$ cat src/rtl/gpib_src_pkg.sv
package gpib_src_pkg;
  typedef enum logic [1:0] {
    S_IDLE   = 2'd0,
    S_SETTLE = 2'd1,
    S_WAIT   = 2'd2
  } src_st_e;
endpackage

$ cat src/rtl/gpib_t1_timer.sv
module gpib_t1_timer #(
  parameter int T1_SHORT = 6,
  parameter int T1_LONG  = 11
) (
  input  logic clk,
  input  logic rst,
  input  logic clr,
  input  logic short_sel,
  output logic expired
);
  localparam int CW = $clog2(T1_LONG + 1);

  logic [CW-1:0] cnt;
  logic [CW-1:0] lim_m1;

  assign lim_m1  = short_sel ? CW'(T1_SHORT - 1) : CW'(T1_LONG - 1);
  assign expired = (cnt >= lim_m1);

  always_ff @(posedge clk) begin
    if (rst || clr) cnt <= '0;
    else if (!expired) cnt <= cnt + 1'b1;
  end

  // the settling counter saturates and never runs past the long limit
  a_r3_cnt_bound: assert property (@(posedge clk) disable iff (rst)
    cnt <= CW'(T1_LONG - 1));
endmodule

$ cat src/rtl/gpib_byte_hold.sv
module gpib_byte_hold #(
  parameter int W = 8
) (
  input  logic         clk,
  input  logic         rst,
  input  logic         wr_stb,
  input  logic [W-1:0] wr_byte,
  input  logic         src_act,
  input  logic         kill,
  input  logic         done,
  output logic [W-1:0] data,
  output logic         pend,
  output logic         bo
);
  logic src_q;

  always_ff @(posedge clk) begin
    if (rst) begin
      data  <= '0;
      pend  <= 1'b0;
      bo    <= 1'b0;
      src_q <= 1'b0;
    end else begin
      src_q <= src_act;
      if (wr_stb && !pend) begin
        data <= wr_byte;
        pend <= 1'b1;
        bo   <= 1'b0;
      end else if (pend && (kill || done)) begin
        pend <= 1'b0;
        bo   <= 1'b1;
      end else if (src_act && !src_q && !pend) begin
        bo <= 1'b1;
      end
    end
  end

  // a write that arrives while a byte is pending leaves the held byte alone
  a_r6_hold_pending: assert property (@(posedge clk) disable iff (rst)
    (pend && wr_stb) |=> $stable(data));
endmodule

$ cat src/rtl/gpib_src_fsm.sv
module gpib_src_fsm
  import gpib_src_pkg::*;
#(
  parameter int W = 8
) (
  input  logic         clk,
  input  logic         rst,
  input  logic         pend,
  input  logic [W-1:0] data,
  input  logic         wr_stb,
  input  logic         talk_act,
  input  logic         ctrl_act,
  input  logic         atn_in,
  input  logic         nrfd_in,
  input  logic         ndac_in,
  input  logic         feoi_pls,
  input  logic         nbaf_pls,
  input  logic         t1_exp,
  output logic         t1_clr,
  output logic         kill,
  output logic         done,
  output logic [W-1:0] dio_out,
  output logic         dav_out,
  output logic         eoi_out,
  output logic         err_flag
);
  src_st_e st;
  logic    arm;
  logic    go;
  logic    no_lsn;
  logic    err_start;
  logic    ok_start;

  assign go        = ctrl_act || (talk_act && !atn_in);
  assign no_lsn    = !nrfd_in && !ndac_in;
  assign err_start = (st == S_IDLE) && pend && go && !nbaf_pls && no_lsn;
  assign ok_start  = (st == S_IDLE) && pend && go && !nbaf_pls && !no_lsn;
  assign kill      = nbaf_pls && pend && (st != S_WAIT);
  assign done      = err_start || ((st == S_WAIT) && !ndac_in);
  assign t1_clr    = (st != S_SETTLE);

  always_ff @(posedge clk) begin
    if (rst) begin
      st       <= S_IDLE;
      dio_out  <= '0;
      dav_out  <= 1'b0;
      eoi_out  <= 1'b0;
      err_flag <= 1'b0;
      arm      <= 1'b0;
    end else begin
      if (feoi_pls) arm <= 1'b1;
      if (wr_stb && !pend) err_flag <= 1'b0;
      case (st)
        S_IDLE: begin
          if (err_start) begin
            err_flag <= 1'b1;
          end else if (ok_start) begin
            st      <= S_SETTLE;
            dio_out <= data;
            eoi_out <= arm && !ctrl_act;
          end
        end
        S_SETTLE: begin
          if (nbaf_pls || !go) begin
            st      <= S_IDLE;
            eoi_out <= 1'b0;
          end else if (t1_exp && !nrfd_in) begin
            dav_out <= 1'b1;
            st      <= S_WAIT;
          end
        end
        S_WAIT: begin
          if (!ndac_in) begin
            dav_out <= 1'b0;
            eoi_out <= 1'b0;
            st      <= S_IDLE;
            if (eoi_out) arm <= 1'b0;
          end
        end
        default: st <= S_IDLE;
      endcase
    end
  end

  // valid only rises after listeners reported ready
  a_r4_dav_needs_ready: assert property (@(posedge clk) disable iff (rst)
    $rose(dav_out) |-> $past(!nrfd_in));
  // valid only drops after listeners reported acceptance
  a_r5_dav_until_accept: assert property (@(posedge clk) disable iff (rst)
    $fell(dav_out) |-> $past(!ndac_in));
  // data lines are frozen while valid is asserted
  a_r3_dio_stable: assert property (@(posedge clk) disable iff (rst)
    dav_out |-> $stable(dio_out));
  // the error flag only rises when no listener held either line
  a_r11_err_cause: assert property (@(posedge clk) disable iff (rst)
    $rose(err_flag) |-> $past(!nrfd_in && !ndac_in));
  // end is never attached to a command byte
  a_r7_eoi_data_only: assert property (@(posedge clk) disable iff (rst)
    $rose(eoi_out) |-> $past(!ctrl_act));
endmodule

$ cat src/rtl/gpib_src_hs.sv
module gpib_src_hs #(
  parameter int W        = 8,
  parameter int T1_SHORT = 6,
  parameter int T1_LONG  = 11
) (
  input  logic         clk,
  input  logic         rst,
  input  logic         wr_stb,
  input  logic [W-1:0] wr_byte,
  input  logic         talk_act,
  input  logic         ctrl_act,
  input  logic         atn_in,
  input  logic         nrfd_in,
  input  logic         ndac_in,
  input  logic         feoi_pls,
  input  logic         nbaf_pls,
  input  logic         short_t1,
  output logic [W-1:0] dio_out,
  output logic         dav_out,
  output logic         eoi_out,
  output logic         bo_flag,
  output logic         err_flag
);
  logic [W-1:0] hold_data;
  logic         pend;
  logic         kill;
  logic         done;
  logic         t1_clr;
  logic         t1_exp;

  gpib_byte_hold #(.W(W)) u_hold (
    .clk     (clk),
    .rst     (rst),
    .wr_stb  (wr_stb),
    .wr_byte (wr_byte),
    .src_act (talk_act || ctrl_act),
    .kill    (kill),
    .done    (done),
    .data    (hold_data),
    .pend    (pend),
    .bo      (bo_flag)
  );

  gpib_t1_timer #(.T1_SHORT(T1_SHORT), .T1_LONG(T1_LONG)) u_t1 (
    .clk       (clk),
    .rst       (rst),
    .clr       (t1_clr),
    .short_sel (short_t1),
    .expired   (t1_exp)
  );

  gpib_src_fsm #(.W(W)) u_fsm (
    .clk      (clk),
    .rst      (rst),
    .pend     (pend),
    .data     (hold_data),
    .wr_stb   (wr_stb),
    .talk_act (talk_act),
    .ctrl_act (ctrl_act),
    .atn_in   (atn_in),
    .nrfd_in  (nrfd_in),
    .ndac_in  (ndac_in),
    .feoi_pls (feoi_pls),
    .nbaf_pls (nbaf_pls),
    .t1_exp   (t1_exp),
    .t1_clr   (t1_clr),
    .kill     (kill),
    .done     (done),
    .dio_out  (dio_out),
    .dav_out  (dav_out),
    .eoi_out  (eoi_out),
    .err_flag (err_flag)
  );
endmodule

$ cat config.mk
export PLATFORM = sky130hd
export DESIGN_NAME = gpib_src_hs
export DESIGN_NICKNAME = d
export VERILOG_FILES = /design/src/rtl/gpib_src_pkg.sv /design/src/rtl/gpib_t1_timer.sv /design/src/rtl/gpib_byte_hold.sv /design/src/rtl/gpib_src_fsm.sv /design/src/rtl/gpib_src_hs.sv
export SDC_FILE = /design/constraint.sdc
export NUM_CORES = 1
export LEC_CHECK = 0
export CAP_MARGIN = 20
export CORE_UTILIZATION = 44
export DETAILED_ROUTE_END_ITERATION = 8
export GPL_TIMING_DRIVEN = 0
export PLACE_DENSITY_LB_ADDON = 0.1
export SLEW_MARGIN = 10
export SYNTH_ARGS = -nofsm -noshare
export SYNTH_HDL_FRONTEND = slang
export SYNTH_SLANG_ARGS = --single-unit
$ cat constraint.sdc
create_clock -name clk -period 1.9 [get_ports clk]
set_input_delay 0.38 -clock clk [delete_from_list [all_inputs] [get_ports clk]]
set_output_delay 0.38 -clock clk [all_outputs]
set_load 0.05 [all_outputs]
==> metrics.md <==
| Metric | Value |
|---|---|
| Die Y | 57.7 um |
| Sequential share of the synthesized area | 42.5% |
| Max clock buf depth | 2 |
| Crit-path max FO | 2 |
| First-pass GRT wire length | 4.67 mm |
| Vias in the first global route | 1100 |
| Drt pass-1 iters | 6 |
| CP top delay family | buffers and inverters |
| Post-synthesis cell area | 0.00137 mm2 |
| Slew HR | 54.0% |
| Peak VDD IR | 0.528 mV |
| Period minus WS final | 1.85 ns |
| Final max-slew violation count | 0 |
| Global Route Usage Sum | 18.3% |
| CTS clk-pin slew, worst paths | 0.09 ns |
| Rows | 19 |
| CP arrival | 1.47 ns |
| Mapped Cells | 155 |
| CTS H-tree lvls | 2 |
| Crit path largest cell delay | 0.80 ns |
| Final setup fails | 0 |
| CP Class | reg2out |
| WL final | 2.89 mm |
| Number of warnings issued by yosys | 0 |
| Clock insertion delay at the later pin of the skew report | 0.32 ns |
| Setup slack, reg-to-reg | 0.09 ns |
| Worst Clk Skew | 0.00169 ns |
| Clock tree sinks | 29 |
| Final Util | 63.7% |
| Area Growth Syn to Fin | 33.0% |
| Starting density of the core | 47.9% |
| PortBufs | 28 |
| Syn avg cell area | 8.81 um2 |
| Vias per cell | 5.38 |
| Status | finished with violations |
| Cell taking the most area after synthesis | dfxtp_1 |
| GP Congestion | 0.791 |
| HP Class | in2reg |
| Drt wl/cell | 12.8 um |
| I/O pin total | 31 |
| Synth unique cells | 32 |
| Critical Path Start Type | flop |
| Seq cells post-synth | 29 |
| Largest cells by area after synthesis | dfxtp_1 42%, ha_1 9.2%, mux2i_1 7.3% |
| Post-synthesis net count | 184 |
| Final ANT Viol Nets | 0 |
| Failing checks | design-rule violations |
| Num CTS Buffers | 5 |
| Root buffer cell | clkbuf_4 |
| Initial DRC Count | 40 |
| Initial antenna violation count | 0 |
| Final TNS setup | 0 ns |
| Hold Vio Cnt, Final | 0 |
| Critical-path cell list | clkdlybuf4s50_1 |
| Power per cell area | 785 mW/mm2 |
| Worst slew pin tran | 0.690 ns |
| Max Freq | 541 MHz |
| Top cell type's share of synthesized area | 42.5% |
| Worst path slowest cell | clkdlybuf4s50_1 |
| Max Cap Viol | 0 |
| # hold bufs at CTS | 0 |
| Grt ovf | 0 |
| WP data required | 1.52 ns |
| Share of cells above drive strength 1 | 11.9% |
| Layout net count | 223 |
| Via count | 1211 |
| Dpl hpwl | 2.10 mm |
| DRC viols | 3 |
| Die Wd | 57.7 um |
| Number of diodes | 0 |
| Buf+Inv Stages, Crit Path | 1 |
| Die area | 0.00333 mm2 |
| Largest net degree at the start of global routing | 11 |
| Final period util | 97.4% |
| Cell leakage power | 0.811 nW |
| Unrepaired setup endpoints after global routing | yes |
| CTS tree | done |
| Core ar. | 0.00285 mm2 |
| Worst setup EP type | primary output |
-- final cells by class --
| type | count | area, um2 |
|---|---|---|
| repair buffers | 32 | 319 |
| well taps | 31 | 38.8 |
| inverters | 9 | 33.8 |
| flip-flops and latches | 29 | 582 |
| multi-input cells | 112 | 768 |
| clock buffers | 7 | 55.1 |
| plain buffers | 5 | 20.0 |
| fillers | 264 | 1040 |
-- per-layer routing --
| metal | vias to the layer above | track usage, % | share of wire [%] | routed length [um] |
|---|---|---|---|---|
| met4 | 0 | 8.50 | 1.8 | 51 |
| met2 | 31 | 31.4 | 48 | 1400 |
| met5 | - | 0 | 0 | 0 |
| li1 | 607 | - | - | - |
| met1 | 566 | 21.7 | 45 | 1290 |
| met3 | 7 | 4.02 | 5.1 | 148 |
-- power by group --
| part | internal, mW | switching [mW] | leakage, nW |
|---|---|---|---|
| Sequential | 0.646 | 0.0275 | 0.237 |
| Combinational | 0.172 | 0.203 | 0.543 |
| Clock | 0.174 | 0.203 | 0.0314 |
-- cell families after synthesis --
group	synth area share [%]
adders and majority gates	9.16
AOI/OAI and AO/OA	15.6
DFF	42.5
xor gates and xnor gates	1.28
buffers and inverters	3.94
and+or+nand+nor	19.4
muxes	8.15
-- timing repair --
item | 4_1_cts | 5_1_grt
pin swaps | 2 | 4
setup buffers | 2 | 2
resized for setup | 3 | 12
endpoints found under the setup margin | 7 | 7
-- synthesized netlist by cell type (all sizes together) --
master,n
dfxtp,29
nand2,21
nor2,18
a21oi,15
ha,10
mux2i,10
inv,9
o21ai,7
clkbuf,5
nand2b,5
o21a,4
nand3,3
nor3,3
a31oi,2
a2111oi,1
a21o,1
a222oi,1
mux2,1
nand3b,1
nor2b,1
nor3b,1
nor4,1
nor4b,1
o211ai,1
o21bai,1
or3,1
xnor2,1
xor2,1
-- layout by cell type (no fill, tap or decap), types with 8 or more instances in the layout --
master	synthesis	layout
a21oi_1	15	14
ha_1	10	9
inv_1	9	8
mux2i_1	10	10
dfxtp_1	29	28
nor2_1	17	17
clkdlybuf4s50_1	0	23
nand2_1	21	21
-- registers in the layout (all words and copies together) (netlist names) --
signal / cells
u_fsm.dio_out: 8
u_hold.data: 8
u_t1.cnt: 4
u_fsm.st: 2
u_fsm.arm: 1
u_fsm.dav_out: 1
u_fsm.eoi_out: 1
u_fsm.err_flag: 1
u_hold.bo: 1
u_hold.pend: 1
u_hold.src_q: 1
-- metrics by stage --
stage	power (mW)	setup slack, ns	hold WS (ns)	instance area [um2]	cells
2_1_floorplan	0.921	0.0699	0.436	1370	155
3_3_place_gp	1.01	-0.502	0.441	1690	214
3_5_place_dp	1.03	-0.575	0.448	1690	214
4_1_cts	1.41	0.00673	0.435	1760	223
5_1_grt	1.51	-0.0141	0.456	1820	225
6_report	1.43	0.0501	0.444	1820	225
-- path summary, 6_finish.rpt --
kind / from / end / cells after the start
hold reg to reg: u_hold.data[6] / u_hold.data[6] / 2
setup reg to reg: u_t1.cnt[0] / u_fsm.st[1] / 8
hold / removal: rst / u_hold.pend / 2
setup / recovery: u_fsm.dio_out[7] / dio_out[7] / 1
Power figures use the tool's default switching activity.
